### config.mk
export PLATFORM = sky130hd
export DESIGN_NAME = exc_entry_seq
export DESIGN_NICKNAME = d
export VERILOG_FILES = /design/src/rtl/exc_pkg.sv /design/src/rtl/exc_entry_calc.sv /design/src/rtl/exc_vector_sel.sv /design/src/rtl/exc_return_calc.sv /design/src/rtl/exc_entry_seq.sv
export SDC_FILE = /design/constraint.sdc
export NUM_CORES = 1
export LEC_CHECK = 0
export BUFFER_PORTS_ARGS = -buffer_cell sky130_fd_sc_hd__buf_2
export CAP_MARGIN = 20
export CORE_AREA = 3 3 233 235
export CTS_CLUSTER_SIZE = 10
export DETAILED_ROUTE_END_ITERATION = 8
export DIE_AREA = 0 0 236 238
export PLACE_DENSITY = 0.43
export SLEW_MARGIN = 5
export SYNTH_ARGS = -nofsm -noshare
export SYNTH_HDL_FRONTEND = slang
export SYNTH_SLANG_ARGS = --single-unit
### constraint.sdc
create_clock -name clk -period 4.3 [get_ports clk]
set_clock_uncertainty 0.1 [all_clocks]
set_input_delay 0.86 -clock clk [delete_from_list [all_inputs] [get_ports clk]]
set_output_delay 0.86 -clock clk [all_outputs]
set_load 0.01 [all_outputs]
### src/rtl/exc_pkg.sv
// Shared constants for the exception entry sequencer.
// Assumes a 64-bit state word; bit 0 is the least significant.
package exc_pkg;
    localparam int RI_B  = 1;
    localparam int DR_B  = 4;
    localparam int IR_B  = 5;
    localparam int FE1_B = 8;
    localparam int FE0_B = 11;
    localparam int ME_B  = 12;
    localparam int FP_B  = 13;
    localparam int DOZE_B = 16;
    localparam int WAKE_LSB = 18;
    localparam int POW_B = 18;
    localparam int HV_B  = 60;
    localparam int SF_B  = 63;

    typedef enum logic [3:0] {
        C_RESET  = 4'd0,
        C_MCHK   = 4'd1,
        C_EXT    = 4'd2,
        C_DEC    = 4'd3,
        C_PROG   = 4'd4,
        C_SCALL  = 4'd5,
        C_DSTOR  = 4'd6,
        C_HDEC   = 4'd7,
        C_HEMU   = 4'd8,
        C_FUNAV  = 4'd13
    } cause_e;
endpackage

### src/rtl/exc_entry_calc.sv
// Per-cause rules: saved status, saved address, base of the new state word,
// pair select, drop/checkstop/unsupported flags. Purely combinational.
// Assumes XLEN is 64 so that all bit positions of exc_pkg exist.
module exc_entry_calc
    import exc_pkg::*;
#(
    parameter int XLEN = 64,
    parameter bit SAVE_UNMASKED = 1'b0
) (
    input  logic [3:0]      code,
    input  logic [XLEN-1:0] msr,
    input  logic [XLEN-1:0] pc,
    input  logic [1:0]      err,
    input  logic            pwr_save,
    output logic [3:0]      eff_code,
    output logic [XLEN-1:0] save_pc,
    output logic [XLEN-1:0] save_msr,
    output logic [XLEN-1:0] base_msr,
    output logic            hyp,
    output logic            drop,
    output logic            chkstop,
    output logic            unsup,
    output logic            no_reloc
);
    localparam logic [XLEN-1:0] CLR_MASK = XLEN'(64'h0000_0000_783F_0000);

    logic [3:0] wake;

    // Apply wake redirect, then the rules of the effective cause.
    always_comb begin
        eff_code = code;
        save_msr = SAVE_UNMASKED ? msr : (msr & ~CLR_MASK);
        save_pc  = pc;
        base_msr = '0;
        base_msr[ME_B] = msr[ME_B];
        base_msr[HV_B] = msr[HV_B];
        hyp = 1'b0; drop = 1'b0; chkstop = 1'b0; unsup = 1'b0; no_reloc = 1'b0;
        wake = 4'd0;
        if (pwr_save) begin
            save_msr[DOZE_B] = 1'b1;
            if (code != C_MCHK) begin
                case (code)
                    C_RESET: wake = 4'h4;
                    C_EXT:   wake = 4'h8;
                    C_DEC:   wake = 4'h6;
                    default: unsup = 1'b1;
                endcase
                save_msr[WAKE_LSB +: 4] = save_msr[WAKE_LSB +: 4] | wake;
                eff_code = C_RESET;
            end
        end
        case (eff_code)
            C_RESET: no_reloc = 1'b1;
            C_MCHK: begin
                chkstop = ~msr[ME_B];
                base_msr[ME_B] = 1'b0;
                no_reloc = 1'b1;
            end
            C_EXT, C_DEC, C_DSTOR, C_FUNAV: ;
            C_PROG: begin
                case (err)
                    2'd0: begin
                        if ((!msr[FE0_B] && !msr[FE1_B]) || !msr[FP_B]) drop = 1'b1;
                        save_msr[20] = 1'b1;
                    end
                    2'd1: save_msr[19] = 1'b1;
                    2'd2: save_msr[18] = 1'b1;
                    default: save_msr[17] = 1'b1;
                endcase
            end
            C_SCALL: begin
                save_pc = pc + XLEN'(4);
                if (err == 2'd1) base_msr[HV_B] = 1'b1;
            end
            C_HDEC, C_HEMU: begin
                hyp = 1'b1;
                base_msr[HV_B] = 1'b1;
                base_msr[RI_B] = msr[RI_B];
            end
            default: unsup = 1'b1;
        endcase
    end
endmodule

### src/rtl/exc_vector_sel.sv
// Handler address: per-cause vector table ORed with prefix, plus the
// relocated-handler offset when its conditions hold. Table loads at reset.
module exc_vector_sel
    import exc_pkg::*;
#(
    parameter int XLEN = 64,
    parameter int NCODE = 16,
    parameter int VEC_STEP = 256,
    parameter logic [NCODE-1:0] UNDEF_MASK = 16'h2000
) (
    input  logic                     clk,
    input  logic                     rst_n,
    input  logic [$clog2(NCODE)-1:0] code,
    input  logic [XLEN-1:0]          prefix,
    input  logic [1:0]               ail,
    input  logic                     allow,
    input  logic [XLEN-1:0]          cur_msr,
    input  logic [XLEN-1:0]          msr_in,
    output logic [XLEN-1:0]          handler,
    output logic [XLEN-1:0]          msr_out,
    output logic                     undef,
    output logic                     ail_bad
);
    localparam logic [XLEN-1:0] OFS_LOW  = XLEN'(32'h0001_8000);
    localparam logic [XLEN-1:0] OFS_HIGH = {2'b11, {(XLEN-2){1'b0}}} | XLEN'(32'h4000);

    logic [XLEN-1:0] tbl [NCODE];
    logic [XLEN-1:0] entry;
    logic            apply;

    for (genvar i = 0; i < NCODE; i++) begin : g_tbl
        // Load entry i with its computed vector or the undefined marker.
        always_ff @(posedge clk) begin
            if (!rst_n) tbl[i] <= UNDEF_MASK[i] ? '1 : XLEN'((i + 1) * VEC_STEP);
        end
    end

    // Look up, test for undefined, and apply the relocation offset.
    always_comb begin
        entry   = tbl[code];
        undef   = &entry;
        ail_bad = (ail == 2'd1);
        apply   = allow && ail[1] && cur_msr[IR_B] && cur_msr[DR_B]
                  && !(msr_in[HV_B] && !cur_msr[HV_B]);
        handler = entry | prefix;
        msr_out = msr_in;
        if (apply) begin
            msr_out[IR_B] = 1'b1;
            msr_out[DR_B] = 1'b1;
            handler = handler | (ail[0] ? OFS_HIGH : OFS_LOW);
        end
    end
endmodule

### src/rtl/exc_return_calc.sv
// Return-from-interrupt: clear POW, align address, truncate in 32-bit mode.
module exc_return_calc
    import exc_pkg::*;
#(
    parameter int XLEN = 64
) (
    input  logic [XLEN-1:0] ret_pc,
    input  logic [XLEN-1:0] ret_msr,
    output logic [XLEN-1:0] pc_out,
    output logic [XLEN-1:0] msr_out
);
    // Form the restored state word and address.
    always_comb begin
        msr_out = ret_msr;
        msr_out[POW_B] = 1'b0;
        pc_out = ret_pc & ~XLEN'(3);
        if (!ret_msr[SF_B]) pc_out[XLEN-1:32] = '0;
    end
endmodule

### src/rtl/exc_entry_seq.sv
// Exception entry and return sequencer top. Commits every update in the
// cycle after take_i or ret_i; take_i wins if both are high. Sticky
// checkstop blocks all later requests until reset. Sync active-low reset.
module exc_entry_seq
    import exc_pkg::*;
#(
    parameter int XLEN = 64,
    parameter int NCODE = 16,
    parameter int VEC_STEP = 256,
    parameter logic [NCODE-1:0] UNDEF_MASK = 16'h2000,
    parameter bit SAVE_UNMASKED = 1'b0
) (
    input  logic            clk,
    input  logic            rst_n,
    input  logic            take_i,
    input  logic [3:0]      code_i,
    input  logic [63:0]     msr_i,
    input  logic [63:0]     pc_i,
    input  logic [1:0]      err_i,
    input  logic [63:0]     prefix_i,
    input  logic [1:0]      ail_i,
    input  logic            pwr_save_i,
    input  logic            ret_i,
    input  logic [63:0]     ret_pc_i,
    input  logic [63:0]     ret_msr_i,
    output logic            save_we_o,
    output logic            hyp_sel_o,
    output logic [63:0]     save_pc_o,
    output logic [63:0]     save_msr_o,
    output logic            upd_o,
    output logic [63:0]     new_msr_o,
    output logic [63:0]     new_pc_o,
    output logic            halt_o,
    output logic            err_unsup_o,
    output logic            err_undef_o,
    output logic            err_ail_o
);
    logic [3:0]      eff_code;
    logic [XLEN-1:0] c_spc, c_smsr, c_base, v_pc, v_msr, r_pc, r_msr;
    logic            c_hyp, c_drop, c_chk, c_unsup, c_noreloc, v_undef, v_ailbad;

    exc_entry_calc #(.XLEN(XLEN), .SAVE_UNMASKED(SAVE_UNMASKED)) u_calc (
        .code(code_i), .msr(msr_i), .pc(pc_i), .err(err_i), .pwr_save(pwr_save_i),
        .eff_code(eff_code), .save_pc(c_spc), .save_msr(c_smsr), .base_msr(c_base),
        .hyp(c_hyp), .drop(c_drop), .chkstop(c_chk), .unsup(c_unsup),
        .no_reloc(c_noreloc)
    );

    exc_vector_sel #(.XLEN(XLEN), .NCODE(NCODE), .VEC_STEP(VEC_STEP),
                     .UNDEF_MASK(UNDEF_MASK)) u_vec (
        .clk(clk), .rst_n(rst_n), .code(eff_code[$clog2(NCODE)-1:0]),
        .prefix(prefix_i), .ail(ail_i), .allow(!c_noreloc), .cur_msr(msr_i),
        .msr_in(c_base), .handler(v_pc), .msr_out(v_msr), .undef(v_undef),
        .ail_bad(v_ailbad)
    );

    exc_return_calc #(.XLEN(XLEN)) u_ret (
        .ret_pc(ret_pc_i), .ret_msr(ret_msr_i), .pc_out(r_pc), .msr_out(r_msr)
    );

    // Commit entry, return, errors or checkstop on the strobe.
    always_ff @(posedge clk) begin
        if (!rst_n) begin
            save_we_o <= 1'b0; hyp_sel_o <= 1'b0; save_pc_o <= '0; save_msr_o <= '0;
            upd_o <= 1'b0; new_msr_o <= '0; new_pc_o <= '0; halt_o <= 1'b0;
            err_unsup_o <= 1'b0; err_undef_o <= 1'b0; err_ail_o <= 1'b0;
        end else begin
            save_we_o <= 1'b0; upd_o <= 1'b0;
            err_unsup_o <= 1'b0; err_undef_o <= 1'b0; err_ail_o <= 1'b0;
            if (!halt_o) begin
                if (take_i) begin
                    if (c_unsup)       err_unsup_o <= 1'b1;
                    else if (c_chk)    halt_o <= 1'b1;
                    else if (v_undef)  err_undef_o <= 1'b1;
                    else if (!c_drop) begin
                        save_we_o  <= 1'b1;
                        upd_o      <= 1'b1;
                        hyp_sel_o  <= c_hyp;
                        save_pc_o  <= c_spc;
                        save_msr_o <= c_smsr;
                        new_msr_o  <= v_msr;
                        new_pc_o   <= v_pc;
                        err_ail_o  <= v_ailbad;
                    end
                end else if (ret_i) begin
                    upd_o     <= 1'b1;
                    new_msr_o <= r_msr;
                    new_pc_o  <= r_pc;
                end
            end
        end
    end
endmodule

==> key figures <==
Worst setup path
  • Sequence of cells on the critical path: buf_2 -> o31ai_1 -> nand2_1 -> inv_1 -> ha_1 -> nand4bb_4 -> or4_1 -> or3_1 -> or4_1 -> a311oi_1
  • Critical-path maximum fanout: 9
  • Most common cell on crit path: or4_1
  • CP bufs+invs: 2
  • CP Capture Type: register
  • R2R cell count: 6
  • Worst R2R Setup Slack: 1.98 ns
  • Worst path top cell family by delay: simple AND/OR/NAND/NOR gates
  • Crit path DAT: 3.97 ns
  • Reg2Reg Launch Point: halt_o
  • Slowest stage delay, CP: 0.57 ns
  • Worst path required time: approximately 4.6 ns
  • Number of cells on the critical path: 10
  • CP startpoint kind: primary input
  • Reg2reg end: new_msr_o[59]
  • Crit path capture: save_pc_o[63]
  • Critical path class: primary input to register
  • CP startpoint: code_i[2]
  • Slowest CP cell: or4_1

Final layout
  • Filler cells: 5587
  • Final instance area: 16600 um2
  • Nets@finish: 2175
  • Final std cells w/o fill: between 2k and 3k
  • Share of cells above drive strength 1: 0.368
  • Area grow syn2layout: 40.1%

Global routing
  • Antenna violations before repair: 14
  • Congestion Overflow GR: 0
  • Largest net degree at the start of global routing: between 100 and 150
  • Number of global-route vias before repair: 11.9k
  • First-pass GRT wire length: 76900 um
  • Global Route Usage Sum: 0.175

STA
  • Fmax: 275 MHz
  • Post-route clock period utilization: 0.847
  • Final Hold Viols: 0
  • Final min period: between 3 and 4 ns
  • Slew Viols, Final: 0
  • # setup viols final: 0
  • RSZ-0062 raised after global routing: no
  • Final setup TNS: 0 ns
  • Max-slew headroom: 0.285
  • Hold slack: 0.355 ns
  • Tightest Pin Transition: 1.07 ns

Floorplan
  • FP Rows: 84
  • Initial Util: 0.226
  • Core area: 52400 um2
  • Chip height: 238 um
  • I/O Pins: slightly below 600
  • Die ar.: between 50000 and 60000 um2
  • Chip width: roughly 240 um

Synthesis
  • Area leader, netlist: dfxtp_1
  • Main synth FF type: dfxtp_1
  • Ranking of synthesized cells by area: dfxtp_1 (44%), mux2i_1 (5.8%), a21oi_1 (5.5%)
  • Post-synthesis sequential area ratio: 0.436
  • Unique masters post-synth: 58
  • Synth Area in XOR/XNOR: 0.0355
  • Synth Area in Adders: 0.00528
  • Largest family of logic cells by synthesized area: compound AO/OA/AOI/OAI gates
  • Most common cell in the netlist: dfxtp_1
  • FF+latch count, synth: approximately 260
  • Post-Synth Simple-Gate Area: 0.149
  • Syn Area/Cell: 8.88 um2
  • Asr flop ratio synth: 0
  • Synth Area in Compound Gates: 0.258
  • Cells after Synth: 1333
  • Post-synth top cells: dfxtp_1 (258), a21oi_1 (129), clkbuf_1 (119)
  • Post-synth EDFFs: 0
  • Synthesized cell area: 11800 um2
  • Top cell type's share of synthesized area: 0.436
  • Warnings from Yosys: 0
  • Mux cell area share after synthesis: 0.0593

Clocking
  • Post-CTS Hold Buffers: 0
  • CTS Buffer Depth: 3
  • Sink Count: 258
  • CTS Buf Count: 34
  • CTS H-Tree Depth: 2
  • Clock Pin Slew Worst Setup and Hold Paths: 0.05 ns
  • CTS tree: built
  • Worst-Skew Late Latency: roughly 0.54 ns
  • PostCTS Resize Cnt: 0
  • Post-CTS Setup Inserts: 0
  • CTS Root Buffer Type: clkbuf_16

Run status
  • Status: completed

Placed design
  • DP Cell Count: between 2k and 2.5k
  • Placed inst area: 15500 um2
  • RD Place Congestion: around 0.83
  • DP Wirelength: 38300 um
  • IO Port Bufs: roughly 580

Routing
  • Vias/cell: between 4 and 5
  • WL/cell: 20.6 um
  • 1st-iter DRT viols: 666
  • DRT Wirelength: 52400 um
  • Final ANT Viol Nets: 0
  • Drt pass-1 iters: 7
  • Vias: 12.6k
  • Drt drc: 0

Power and ir drop
  • Power density over cell area: 398 nW/um2
  • P_leak: 7.26 nW
  • Maximum VDD drop: around 0.00022 V

Min path
  • Hold crit path type: register to register

Run
  • Maxcap violations: 0
## where the power goes
part	total [mW]	internal, mW	switching (mW)	leakage [nW]
registers	2.65	2.57	0.0805	2.11
clock network	2.83	1.72	1.10	0.536
logic	1.13	0.475	0.653	4.61
total	6.60	4.77	1.83	7.26
## worst reg2reg max path: stages, from the launching register on
cell	delay, ns
dfxtp_1	0.38
nor2b_1	0.32
o2111a_4	0.33
buf_12	0.26
a211oi_4	0.10
buf_4	0.33
a32o_1	0.37
## per-layer routing
layer  global-route usage  share of wire  routed length [um]
met2                0.295           0.49               25400
met4               0.0489          0.019                 987
met3               0.0546          0.081                4250
met1                0.216           0.41               21600
met5                    0         0.0015                  77
## placed cells by master, fill, tap and decap left out, types with 4 or more instances in the layout
master | synthesis | final
a211oi_1 | 54 | 53
a21o_1 | 31 | 31
a21oi_1 | 129 | 128
a311oi_1 | 11 | 11
a32o_1 | 57 | 57
and3_1 | 10 | 9
and4_1 | 6 | 6
buf_12 | 0 | 9
buf_2 | 14 | 575
buf_4 | 6 | 28
clkbuf_1 | 119 | 7
clkbuf_16 | 0 | 35
clkbuf_8 | 0 | 7
conb_1 | 1 | 5
dfxtp_1 | 258 | 258
diode_2 | 0 | 4
ha_1 | 5 | 5
inv_1 | 19 | 19
mux2i_1 | 69 | 69
nand2_1 | 105 | 105
nand2b_1 | 6 | 5
nand3_1 | 78 | 77
nand3b_1 | 6 | 6
nand4_1 | 21 | 21
nor2_1 | 25 | 23
nor2b_1 | 4 | 4
nor3_1 | 24 | 24
nor4_1 | 22 | 22
o2111ai_1 | 5 | 4
o211ai_1 | 34 | 34
o21ai_0 | 66 | 66
o221ai_1 | 25 | 25
o31ai_1 | 13 | 13
or2_2 | 5 | 5
or3_1 | 5 | 5
or4_1 | 13 | 13
xnor2_1 | 42 | 42
xor2_1 | 6 | 6
## stage by stage
step                      worst slack, ns  total power [mW]   util
after floorplan                     0.416              3.27      -
after CTS                           0.693              6.74  0.316
after detailed placement            0.122              3.84  0.295
final                               0.660              6.60  0.316
after global routing                0.495              6.93  0.316
after global placement              0.182              3.83  0.295
## flip-flops by register name, summed over array words and instances (netlist names)
register / count
new_pc_o: 64
save_pc_o: 64
new_msr_o: 63
save_msr_o: 60
err_ail_o: 1
err_undef_o: 1
err_unsup_o: 1
halt_o: 1
hyp_sel_o: 1
save_we_o: 1
upd_o: 1
## how the worst min path moves through the flow
stage                        startpoint  slack [ns]  cells past startpoint       endpoint
final                       new_pc_o[5]        0.35                      2    new_pc_o[5]
after global routing       new_pc_o[29]        0.37                      2   new_pc_o[29]
after CTS                  new_pc_o[36]        0.36                      2   new_pc_o[36]
after detailed placement  new_msr_o[41]        0.35                      1  new_msr_o[41]
after global placement    new_msr_o[27]        0.34                      1  new_msr_o[27]
after floorplan            new_msr_o[1]        0.38                      2   new_msr_o[1]
## layout make-up
cell class	count	area, um2	area share
diodes	4	10.0	0.000603
clock buffers	49	998	0.0602
clock inverters	5	97.6	0.00588
inverters	20	77.6	0.00468
multi-input cells	911	6110	0.368
flip-flops and latches	258	5160	0.311
well taps	688	861	0.0519
repair buffers	612	3270	0.197
## cell families (layout without fill, tap and decap cells)
| logic type | Yosys count | count (layout) |
|---|---|---|
| compound gates | 442 | 442 |
| xor+xnor | 48 | 48 |
| fa+ha+maj | 5 | 5 |
| buf+inv | 168 | 686 |
| flops | 258 | 258 |
| mux | 70 | 70 |
| other cells | 1 | 9 |
| simple gates | 341 | 341 |
Power figures use the tool's default switching activity.
